==> src/rtl/wp_pkg.sv <==
// Package: shared constants and types for the bus watchpoint qualifier.
// Assumes: register offsets fit in a 3-bit register address.
package wp_pkg;

    localparam int REG_AW = 3;

    localparam logic [REG_AW-1:0] OFF_CTRL  = 3'd0;
    localparam logic [REG_AW-1:0] OFF_ADDR  = 3'd1;
    localparam logic [REG_AW-1:0] OFF_MASK  = 3'd2;
    localparam logic [REG_AW-1:0] OFF_TYPES = 3'd3;
    localparam logic [REG_AW-1:0] OFF_CTX   = 3'd4;

    localparam int CTRL_W = 5;

    // Control word; the last field sits at bit 0.
    typedef struct packed {
        logic ctx_ne;   // bit 4: context must differ
        logic ctx_eq;   // bit 3: context must match
        logic typ_off;  // bit 2: ignore transaction type
        logic adr_off;  // bit 1: ignore address
        logic en;       // bit 0: master enable
    } wp_ctrl_t;

endpackage

==> src/rtl/wp_regs.sv <==
// Module: wp_regs
// Holds the programmable state of the watchpoint: control word,
// reference address, address mask, accepted-type vector and reference
// context. Writes land on the clock edge; reads are combinational.
// Assumes ADDR_W, 2**TYPE_W and CTX_W are each no wider than DATA_W.
module wp_regs
    import wp_pkg::*;
#(
    parameter int DATA_W = 32,
    parameter int ADDR_W = 32,
    parameter int TYPE_W = 4,
    parameter int CTX_W  = 8
) (
    input  logic                  clk,
    input  logic                  rst_n,
    input  logic                  we,
    input  logic [REG_AW-1:0]     addr,
    input  logic [DATA_W-1:0]     wdata,
    output logic [DATA_W-1:0]     rdata,
    output wp_ctrl_t              ctrl,
    output logic [ADDR_W-1:0]     ref_addr,
    output logic [ADDR_W-1:0]     ref_mask,
    output logic [(1<<TYPE_W)-1:0] type_vec,
    output logic [CTX_W-1:0]      ref_ctx
);
    localparam int TV_W = 1 << TYPE_W;

    wp_ctrl_t              ctrl_q;
    logic [ADDR_W-1:0]     addr_q;
    logic [ADDR_W-1:0]     mask_q;
    logic [TV_W-1:0]       types_q;
    logic [CTX_W-1:0]      ctx_q;

    // Register write path with synchronous reset to all zeros.
    always_ff @(posedge clk) begin
        if (!rst_n) begin
            ctrl_q  <= '0;
            addr_q  <= '0;
            mask_q  <= '0;
            types_q <= '0;
            ctx_q   <= '0;
        end else if (we) begin
            case (addr)
                OFF_CTRL:  ctrl_q  <= wp_ctrl_t'(wdata[CTRL_W-1:0]);
                OFF_ADDR:  addr_q  <= wdata[ADDR_W-1:0];
                OFF_MASK:  mask_q  <= wdata[ADDR_W-1:0];
                OFF_TYPES: types_q <= wdata[TV_W-1:0];
                OFF_CTX:   ctx_q   <= wdata[CTX_W-1:0];
                default:   ;
            endcase
        end
    end

    // Read mux; unused and reserved bits return zero.
    always_comb begin
        rdata = '0;
        case (addr)
            OFF_CTRL:  rdata = DATA_W'(ctrl_q);
            OFF_ADDR:  rdata = DATA_W'(addr_q);
            OFF_MASK:  rdata = DATA_W'(mask_q);
            OFF_TYPES: rdata = DATA_W'(types_q);
            OFF_CTX:   rdata = DATA_W'(ctx_q);
            default:   rdata = '0;
        endcase
    end

    assign ctrl     = ctrl_q;
    assign ref_addr = addr_q;
    assign ref_mask = mask_q;
    assign type_vec = types_q;
    assign ref_ctx  = ctx_q;

    // control word is zero in the first cycle after reset
    a_r1_ctrl_reset: assert property (@(posedge clk) disable iff (!rst_n)
        $rose(rst_n) |-> (ctrl_q == '0));

    // reserved control bits never read back as one
    a_r11_ctrl_rsvd: assert property (@(posedge clk) disable iff (!rst_n)
        (addr == OFF_CTRL) |-> (rdata[DATA_W-1:CTRL_W] == '0));

endmodule

==> src/rtl/wp_match.sv <==
// Module: wp_match
// Combinational qualification of one transaction against the programmed
// criteria. Produces a single hit bit; the master enable and the valid
// are folded in here, and registering is left to the parent.
// Assumes control fields follow wp_pkg::wp_ctrl_t.
module wp_match
    import wp_pkg::*;
#(
    parameter int ADDR_W = 32,
    parameter int TYPE_W = 4,
    parameter int CTX_W  = 8
) (
    input  logic                   valid,
    input  logic [ADDR_W-1:0]      bus_addr,
    input  logic [TYPE_W-1:0]      bus_type,
    input  logic [CTX_W-1:0]       bus_ctx,
    input  wp_ctrl_t               ctrl,
    input  logic [ADDR_W-1:0]      ref_addr,
    input  logic [ADDR_W-1:0]      ref_mask,
    input  logic [(1<<TYPE_W)-1:0] type_vec,
    input  logic [CTX_W-1:0]       ref_ctx,
    output logic                   hit
);
    logic [ADDR_W-1:0] bit_diff;
    logic              addr_ok;
    logic              type_ok;
    logic              ctx_same;
    logic              ctx_ok;

    // Per-bit masked difference of the address compare.
    for (genvar i = 0; i < ADDR_W; i++) begin : g_adiff
        assign bit_diff[i] = (bus_addr[i] ^ ref_addr[i]) & ref_mask[i];
    end

    // Address term: pass on a masked match or when the term is ignored.
    always_comb addr_ok = ctrl.adr_off || (bit_diff == '0);

    // Type term: the accepted-type vector is indexed by the incoming code.
    always_comb type_ok = ctrl.typ_off || type_vec[bus_type];

    // Context term: equal, differ, neither, or conflicting (blocks all).
    always_comb begin
        ctx_same = (bus_ctx == ref_ctx);
        case ({ctrl.ctx_ne, ctrl.ctx_eq})
            2'b00:   ctx_ok = 1'b1;
            2'b01:   ctx_ok = ctx_same;
            2'b10:   ctx_ok = !ctx_same;
            default: ctx_ok = 1'b0;
        endcase
    end

    // Final qualification of this cycle's transaction.
    always_comb hit = valid && ctrl.en && addr_ok && type_ok && ctx_ok;

endmodule

==> src/rtl/bus_watchpoint.sv <==
// Module: bus_watchpoint (top)
// Watches one bus transaction per cycle and issues a one-cycle event
// pulse, registered, for each transaction that meets the programmed
// criteria. Assumes a single clock and a synchronous active-low reset.
module bus_watchpoint
    import wp_pkg::*;
#(
    parameter int DATA_W = 32,
    parameter int ADDR_W = 32,
    parameter int TYPE_W = 4,
    parameter int CTX_W  = 8
) (
    input  logic              clk,
    input  logic              rst_n,
    input  logic              cfg_we,
    input  logic [REG_AW-1:0] cfg_addr,
    input  logic [DATA_W-1:0] cfg_wdata,
    output logic [DATA_W-1:0] cfg_rdata,
    input  logic              txn_valid,
    input  logic [ADDR_W-1:0] txn_addr,
    input  logic [TYPE_W-1:0] txn_type,
    input  logic [CTX_W-1:0]  txn_ctx,
    output logic              wp_event
);
    localparam int TV_W = 1 << TYPE_W;

    wp_ctrl_t          ctrl;
    logic [ADDR_W-1:0] ref_addr;
    logic [ADDR_W-1:0] ref_mask;
    logic [TV_W-1:0]   type_vec;
    logic [CTX_W-1:0]  ref_ctx;
    logic              hit;
    logic              evt_q;

    wp_regs #(
        .DATA_W(DATA_W), .ADDR_W(ADDR_W), .TYPE_W(TYPE_W), .CTX_W(CTX_W)
    ) u_regs (
        .clk      (clk),
        .rst_n    (rst_n),
        .we       (cfg_we),
        .addr     (cfg_addr),
        .wdata    (cfg_wdata),
        .rdata    (cfg_rdata),
        .ctrl     (ctrl),
        .ref_addr (ref_addr),
        .ref_mask (ref_mask),
        .type_vec (type_vec),
        .ref_ctx  (ref_ctx)
    );

    wp_match #(
        .ADDR_W(ADDR_W), .TYPE_W(TYPE_W), .CTX_W(CTX_W)
    ) u_match (
        .valid    (txn_valid),
        .bus_addr (txn_addr),
        .bus_type (txn_type),
        .bus_ctx  (txn_ctx),
        .ctrl     (ctrl),
        .ref_addr (ref_addr),
        .ref_mask (ref_mask),
        .type_vec (type_vec),
        .ref_ctx  (ref_ctx),
        .hit      (hit)
    );

    // Event register: one pulse per qualifying transaction.
    always_ff @(posedge clk) begin
        if (!rst_n) evt_q <= 1'b0;
        else        evt_q <= hit;
    end

    assign wp_event = evt_q;

    // an event needs the enable in the previous cycle
    a_r2_needs_enable: assert property (@(posedge clk) disable iff (!rst_n)
        evt_q |-> $past(ctrl.en));

    // an event needs a valid transaction in the previous cycle
    a_r10_needs_valid: assert property (@(posedge clk) disable iff (!rst_n)
        evt_q |-> $past(txn_valid));

    // conflicting context modes never yield an event
    a_r9_ctx_conflict: assert property (@(posedge clk) disable iff (!rst_n)
        evt_q |-> !$past(ctrl.ctx_eq && ctrl.ctx_ne));

    // an active address term was satisfied
    a_r3_addr_term: assert property (@(posedge clk) disable iff (!rst_n)
        evt_q |-> $past(ctrl.adr_off || (((txn_addr ^ ref_addr) & ref_mask) == '0)));

    // an active type term was satisfied
    a_r5_type_term: assert property (@(posedge clk) disable iff (!rst_n)
        evt_q |-> $past(ctrl.typ_off || type_vec[txn_type]));

    // equal-context mode held on the event's transaction
    a_r7_ctx_equal: assert property (@(posedge clk) disable iff (!rst_n)
        evt_q |-> $past(!ctrl.ctx_eq || (txn_ctx == ref_ctx)));

    // differ-context mode held on the event's transaction
    a_r8_ctx_differ: assert property (@(posedge clk) disable iff (!rst_n)
        evt_q |-> $past(!ctrl.ctx_ne || (txn_ctx != ref_ctx)));

endmodule

==> config.mk <==
export PLATFORM = sky130hd
export DESIGN_NAME = bus_watchpoint
export DESIGN_NICKNAME = d
export VERILOG_FILES = /design/src/rtl/wp_pkg.sv /design/src/rtl/wp_regs.sv /design/src/rtl/wp_match.sv /design/src/rtl/bus_watchpoint.sv
export SDC_FILE = /design/constraint.sdc
export NUM_CORES = 1
export LEC_CHECK = 0
export ABC_AREA = 1
export BUFFER_PORTS_ARGS = -buffer_cell sky130_fd_sc_hd__buf_2
export CELL_PAD_IN_SITES_DETAIL_PLACEMENT = 0
export CELL_PAD_IN_SITES_GLOBAL_PLACEMENT = 2
export CORE_MARGIN = 8
export CORE_UTILIZATION = 29
export CTS_CLUSTER_DIAMETER = 60
export DETAILED_ROUTE_END_ITERATION = 12
export PLACE_DENSITY_LB_ADDON = 0.3
export SYNTH_ARGS = -nofsm -noshare
export SYNTH_HDL_FRONTEND = slang
export SYNTH_HIERARCHICAL = 1
export SYNTH_SLANG_ARGS = --single-unit
==> constraint.sdc <==
create_clock -name clk -period 1.3 [get_ports clk]
set_input_delay 0.26 -clock clk [delete_from_list [all_inputs] [get_ports clk]]
set_output_delay 0.26 -clock clk [all_outputs]
set_load 0.005 [all_outputs]
==> results of run 1 <==
==> timing repair <==
action	CTS	global route
pin swaps	59	54
hold buffers	0	0
gates cloned	5	1
gates resized for setup	142	70
setup buffers	21	11
endpoints found under the setup margin	33	33
==> power breakdown <==
group	internal (uW)	leakage, uW	switching, uW
sequential	2980	0.000780	82.7
combinational	661	0.00354	788
clock	1510	0.000139	1270
==> critical path, cell delays in order (launching register included) <==
cell and delay, ps:
dfxtp_1 380, nand4_1 180, nand2_2 110, nor2_2 50, nand2_1 50, buf_2 110
==> cells in the final DEF, fill, tap and decap left out, drive strengths merged, types with 8 or more instances in the layout <==
cell	count
a21boi	14
buf	251
clkbuf	11
dfxtp	94
inv	119
nand2	306
nand3	64
nand4	90
nor2	197
o21ai	8
==> cell type report <==
class	instances	area [sq um]	share of cell area
multi-input combinational	693	3460	0.400
tap	265	332	0.0384
sequential	94	1930	0.224
clock inverter	6	71.3	0.00826
inverter	121	507	0.0587
clock buffer	10	229	0.0265
timing repair buffer	253	2110	0.244
==> sequential cells by signal, indices dropped and copies added, names as in the netlist <==
signal / flops
u_regs/type_vec: 16
u_regs/ref_mask: 32
u_regs/ctrl: 5
u_regs/ref_ctx: 8
u_regs/ref_addr: 32
wp_event: 1
==> worst paths after layout <==
path                            slack, ps                                to
worst max-delay path                 -200                      cfg_rdata[1]
worst max register to register         10               wp_event$_SDFF_PN0_
worst min-delay path                  150  u_regs/type_vec[15]$_SDFFE_PN0P_
worst min register to register        490       u_regs/ctrl[0]$_SDFFE_PN0P_
==> routing by layer <==
metal / GRT usage / part of all wire
met2: 0.313 / 0.49
met1: 0.212 / 0.45
met3: 0.0365 / 0.052
met5: 0 / 0
met4: 0.0444 / 0.011
==> cells by family after synthesis <==
group           after synthesis  share of synthesized area
xor+xnor                      5                    0.00756
buf+inv                     177                      0.140
simple gates                662                      0.498
flops                        94                      0.325
compound gates               26                     0.0294
==> per-stage QoR <==
step / util / area, sq um / TNS, ps
6_report: 0.442 / 8630 / -1940
2_1_floorplan: - / 5790 / 0
3_3_place_gp: 0.374 / 7310 / -11290
3_5_place_dp: 0.374 / 7310 / -12790
4_1_cts: 0.428 / 8370 / -2560
5_1_grt: 0.442 / 8630 / -3430
==> results.ini, run 1 <==
[cells_and_area]
syn2layout_area_growth_pct=49.1
fin_nets=1255
drive_gt1_frac=0.340
fillers=2189
stdcell_count=1442
diodes=0

[min_path]
hold_start=cfg_wdata[15]
holdPathStages=3
hp-class=primary input to register

[global_routing]
grt_pass1_wl_um=33800
antenna_found_initial=0
gr-total-overflow=0
grt.total_usage=0.176
grt_max_degree=57
grt_pass1_vias=6407

[timing]
max_freq_ghz=0.668
finClkSkew_ps=4.50
rsz0062_at_grt=yes
fin_crit_ps=1500
setup_ws_ps=-197
hold_violations=0
post-route-period-util=1.15
holdWs_ps=152
slew_headroom=0.812
worst_slew_pin_slew_ps=282
slew_viol_final=0
final-setup-viol-count=21

[worst_setup_path]
worstRegToRegCells=10
cp.arrival_ps=1240
crit_type=register to primary output
start_kind=register
crit_fanout=3
critPathLaunch=u_regs/type_vec[1]$_SDFFE_PN0P_
r2r_start=u_regs/ref_addr[11]$_SDFFE_PN0P_
critPathCaptureType=primary output
worstPathRequired_ps=1040

[run_status]
outcome=finished with violations
violations=setup timing

[yosys]
synth_cell_types=28
seq_area_frac_synth=0.325
synthTopCellsByCount=nand2_1 (305), nor2_1 (190), inv_1 (117), dfxtp_1 (94), nand4_1 (90)
yosysTopAreaCellShare=0.325
postSynthAreaPerCell_sq_um=6.01
synth_warnings=6
synth_nets=1047
synthTopCellsByArea=dfxtp_1 (33%), nand2_1 (20%), nor2_1 (12%)
synth_cells=964
synth_flop_cell=dfxtp_1
post-synth-top-count-cell=nand2_1
async_flop_share=0
synth-edff-count=0
synth.largest_area_cell=dfxtp_1
netlist_area_sq_um=5790
ys_seq_elements=94

[detailed_routing]
dr.pass1.iters=4
post-route-drc-count=0
drtIter0Drc=289
viasPerCell=4.54
routedWlPerCell_um=15.1
antenna_left=0
finalWirelength_um=21800
vias=6541

[die]
row_count=51
fp.dieH_um=157
ioPinCount=116
initial_core_util=0.296
design.core.area_sq_um=19500
die-area_sq_um=24700
die_x_um=157

[pwr]
max-vdd-ir-drop_uv=604
pwr_density_cell_nw_per_um2=844
p_leak_uw=0.00446
power.total_uw=7290

[clock_tree]
insertion_delay_ps=360
cts_max_level=3
cts_root_buf=clkbuf_16
cts_buffers=9
clkSlewWorstSetupHoldPaths_ps=70
cts_tree=built
clock_path_buffers=2
cts_num_sinks=94

[placed_design]
port_buffers=115
gp_congestion=0.819
placed_cells=1394
place_ws_ps=-250
place.detailed.hpwl_um=15300

[flow_run]
max_cap_viol_count=0

(Power assumes the default switching activity.)
==> run 2, diff against run 1 <==
--- a/config.mk
+++ b/config.mk
@@ -6,13 +6,13 @@
 export NUM_CORES = 1
 export LEC_CHECK = 0
 export ABC_AREA = 1
-export BUFFER_PORTS_ARGS = -buffer_cell sky130_fd_sc_hd__buf_2
 export CELL_PAD_IN_SITES_DETAIL_PLACEMENT = 0
 export CELL_PAD_IN_SITES_GLOBAL_PLACEMENT = 2
 export CORE_MARGIN = 8
-export CORE_UTILIZATION = 29
+export CORE_UTILIZATION = 33
 export CTS_CLUSTER_DIAMETER = 60
 export DETAILED_ROUTE_END_ITERATION = 12
+export DONT_BUFFER_PORTS = 1
 export PLACE_DENSITY_LB_ADDON = 0.3
 export SYNTH_ARGS = -nofsm -noshare
 export SYNTH_HDL_FRONTEND = slang
==> run 2 against run 1 <==
Against the previous run: the flow still finishes with violations (setup timing); combinational power fell by 42%; via count shrank 12%; first-iteration DRC count rose by 35%; clock skew grew 2.8 ps; routed wire length decreased by 12%; global-route usage down 0.12 points; clock-buffer cell count is 2 higher; largest power group unchanged; worst hold slack lost 120 ps; flip-flop and latch count did not move; worst setup slack improved by 120 ps.
==> results.ini, run 2 (same netlist as run 1, synthesis figures left out) <==
[run_status]
outcome=finished with violations  ; unchanged
violations=setup timing  ; unchanged

[clock_tree]
holdBufCountCts=0  ; unchanged
clock_path_buffers=2  ; unchanged
cts_tree=built  ; unchanged
clkSlewWorstSetupHoldPaths_ps=70  ; about the same
cts_max_level=3  ; unchanged
cts_num_sinks=94  ; unchanged
cts_buffers=9  ; unchanged
insertion_delay_ps=350  ; was 360 ps
cts_root_buf=clkbuf_16  ; unchanged

[min_path]
hp-class=primary input to register  ; unchanged

[die]
initial_core_util=0.336  ; was 0.296
design.core.area_sq_um=17200  ; was 19,500 sq um
die-area_sq_um=22000  ; was 24,700 sq um
ioPinCount=116  ; unchanged
fp.dieH_um=148  ; was 157 um
row_count=48  ; was 51
die_x_um=148  ; was 157 um

[cells_and_area]
drive_gt1_frac=0.145  ; was 0.340
diodes=0  ; unchanged
final_common_cell=nand2_1  ; unchanged
syn2layout_area_growth_pct=17.2  ; was 49.1%
fin_util=0.394  ; was 0.442
most-common-layout-cells=nand2_1 (297), nor2_1 (179), inv_1 (113), nand4_1 (90), dfxtp_1 (67)  ; was nand2_1 (258), nor2_1 (178), inv_1 (112), buf_2 (108), nand4_1 (90)
fin_nets=1054  ; was 1,255

[detailed_routing]
dr.pass1.iters=4  ; unchanged
drtIter0Drc=390  ; was 289
finalWirelength_um=19200  ; was 21,800 um
viasPerCell=4.79  ; was 4.54
vias=5742  ; was 6,541
routedWlPerCell_um=16.0  ; was 15.1 um
post-route-drc-count=0  ; unchanged
antenna_left=0  ; unchanged

[placed_design]
place.detailed.hpwl_um=13400  ; was 15,300 um
port_buffers=0  ; was 115
gp_congestion=0.780  ; was 0.819

[pwr]
max-vdd-ir-drop_uv=643  ; was 604 uV
p_leak_uw=0.00314  ; was 0.00446 uW
pwr_density_cell_nw_per_um2=985  ; was 844 nW/um^2
power.total_uw=6680  ; was 7290 uW

[timing]
finClkSkew_ps=7.31  ; was 4.50 ps
rsz0062_at_grt=yes  ; unchanged
post-route-period-util=1.06  ; was 1.15
fin_crit_ps=1380  ; was 1500 ps
final-setup-viol-count=3  ; was 21
max_freq_ghz=0.724  ; was 0.668 GHz
hold_violations=0  ; unchanged
slew_headroom=0.795  ; was 0.812
slew_viol_final=0  ; unchanged
setup_ws_ps=-80.8  ; was -197 ps
worst_slew_pin_slew_ps=307  ; was 282 ps

[worst_setup_path]
crit_fanout=2  ; was 3
cp.arrival_ps=1120  ; was 1240 ps
worstPathRequired_ps=1040  ; about the same
start_kind=register  ; unchanged
crit_type=register to primary output  ; unchanged
critPathCaptureType=primary output  ; unchanged

[global_routing]
grt_pass1_wl_um=30200  ; was 33,800 um
grt.total_usage=0.175  ; was 0.176
grt_pass1_vias=5421  ; was 6,407
grt_max_degree=95  ; was 57
antenna_found_initial=0  ; unchanged
gr-total-overflow=0  ; unchanged

[flow_run]
max_cap_viol_count=0  ; unchanged

## run 2: cell types whose count changed in the layout (fill, tap and decap cells not counted), sizes merged
| cell | delta |
|---|---|
| buf | -199 |
| clkbuf | +1 |
| bufbuf | -1 |
| inv | +1 |
| clkinv | -4 |
## run 2: cell type report
class | count | area [sq um]
Clock inverter | 3 | 42.5
Multi-Input combinational cell | 693 | 3240
Clock buffer | 12 | 267
Fill cell | 1923 | 10500
Timing Repair Buffer | 52 | 574
Sequential cell | 94 | 1920
Inverter | 121 | 458
Tap cell | 225 | 282
## run 2: where the power goes
| group | internal, uW | leakage (uW) | switching, uW |
|---|---|---|---|
| clock network | 1640 | 0.000151 | 1140 |
| registers | 2980 | 0.000777 | 82.4 |
| logic | 355 | 0.00221 | 483 |
## run 2: what timing repair did
item	in CTS	in global routing
setup endpoints to repair	9	30
endpoints found under the hold margin	0	0
buffers inserted	3	2
pin swaps	31	28
gates resized for setup	43	38
## run 2: path summary, 6_finish.rpt
path	from	end	slack, ps	cells after the start
setup / recovery	u_regs/ref_ctx[0]$_SDFFE_PN0P_	cfg_rdata[0]	-80	5
hold / removal	rst_n	u_regs/ref_addr[24]$_SDFFE_PN0P_	30	2
setup reg to reg	u_regs/ref_addr[16]$_SDFFE_PN0P_	wp_event$_SDFF_PN0_	10	10
hold reg to reg	u_regs/ref_ctx[2]$_SDFFE_PN0P_	u_regs/ref_ctx[2]$_SDFFE_PN0P_	490	2
## run 2: worst max-delay path, stage by stage, from the launching register on
cell     delay (ps)
dfxtp_2         330
buf_6           110
nand3_2          70
nand2_2          60
nor2_2          130
nand2_2          70
## run 2: metrics by stage
step	instance area, sq um	setup slack [ps]	hold slack [ps]	std cells	TNS (ps)
3_3_place_gp	6220	-35.1	379	1180	-35.1
3_5_place_dp	6220	-41.9	393	1180	-41.9
4_1_cts	6690	-112	21.2	1198	-440
2_1_floorplan	5790	36.2	358	964	0
6_report	6780	-80.8	32.2	1200	-231
5_1_grt	6780	-133	31.7	1200	-698
## run 2: routing by layer
metal	up-vias	GRT usage	part of all wire
met3	14	0.0419	0.067
met2	123	0.290	0.47
met5	-	0	0
met1	2566	0.220	0.45
met4	0	0.0546	0.015
li1	3039	-	-
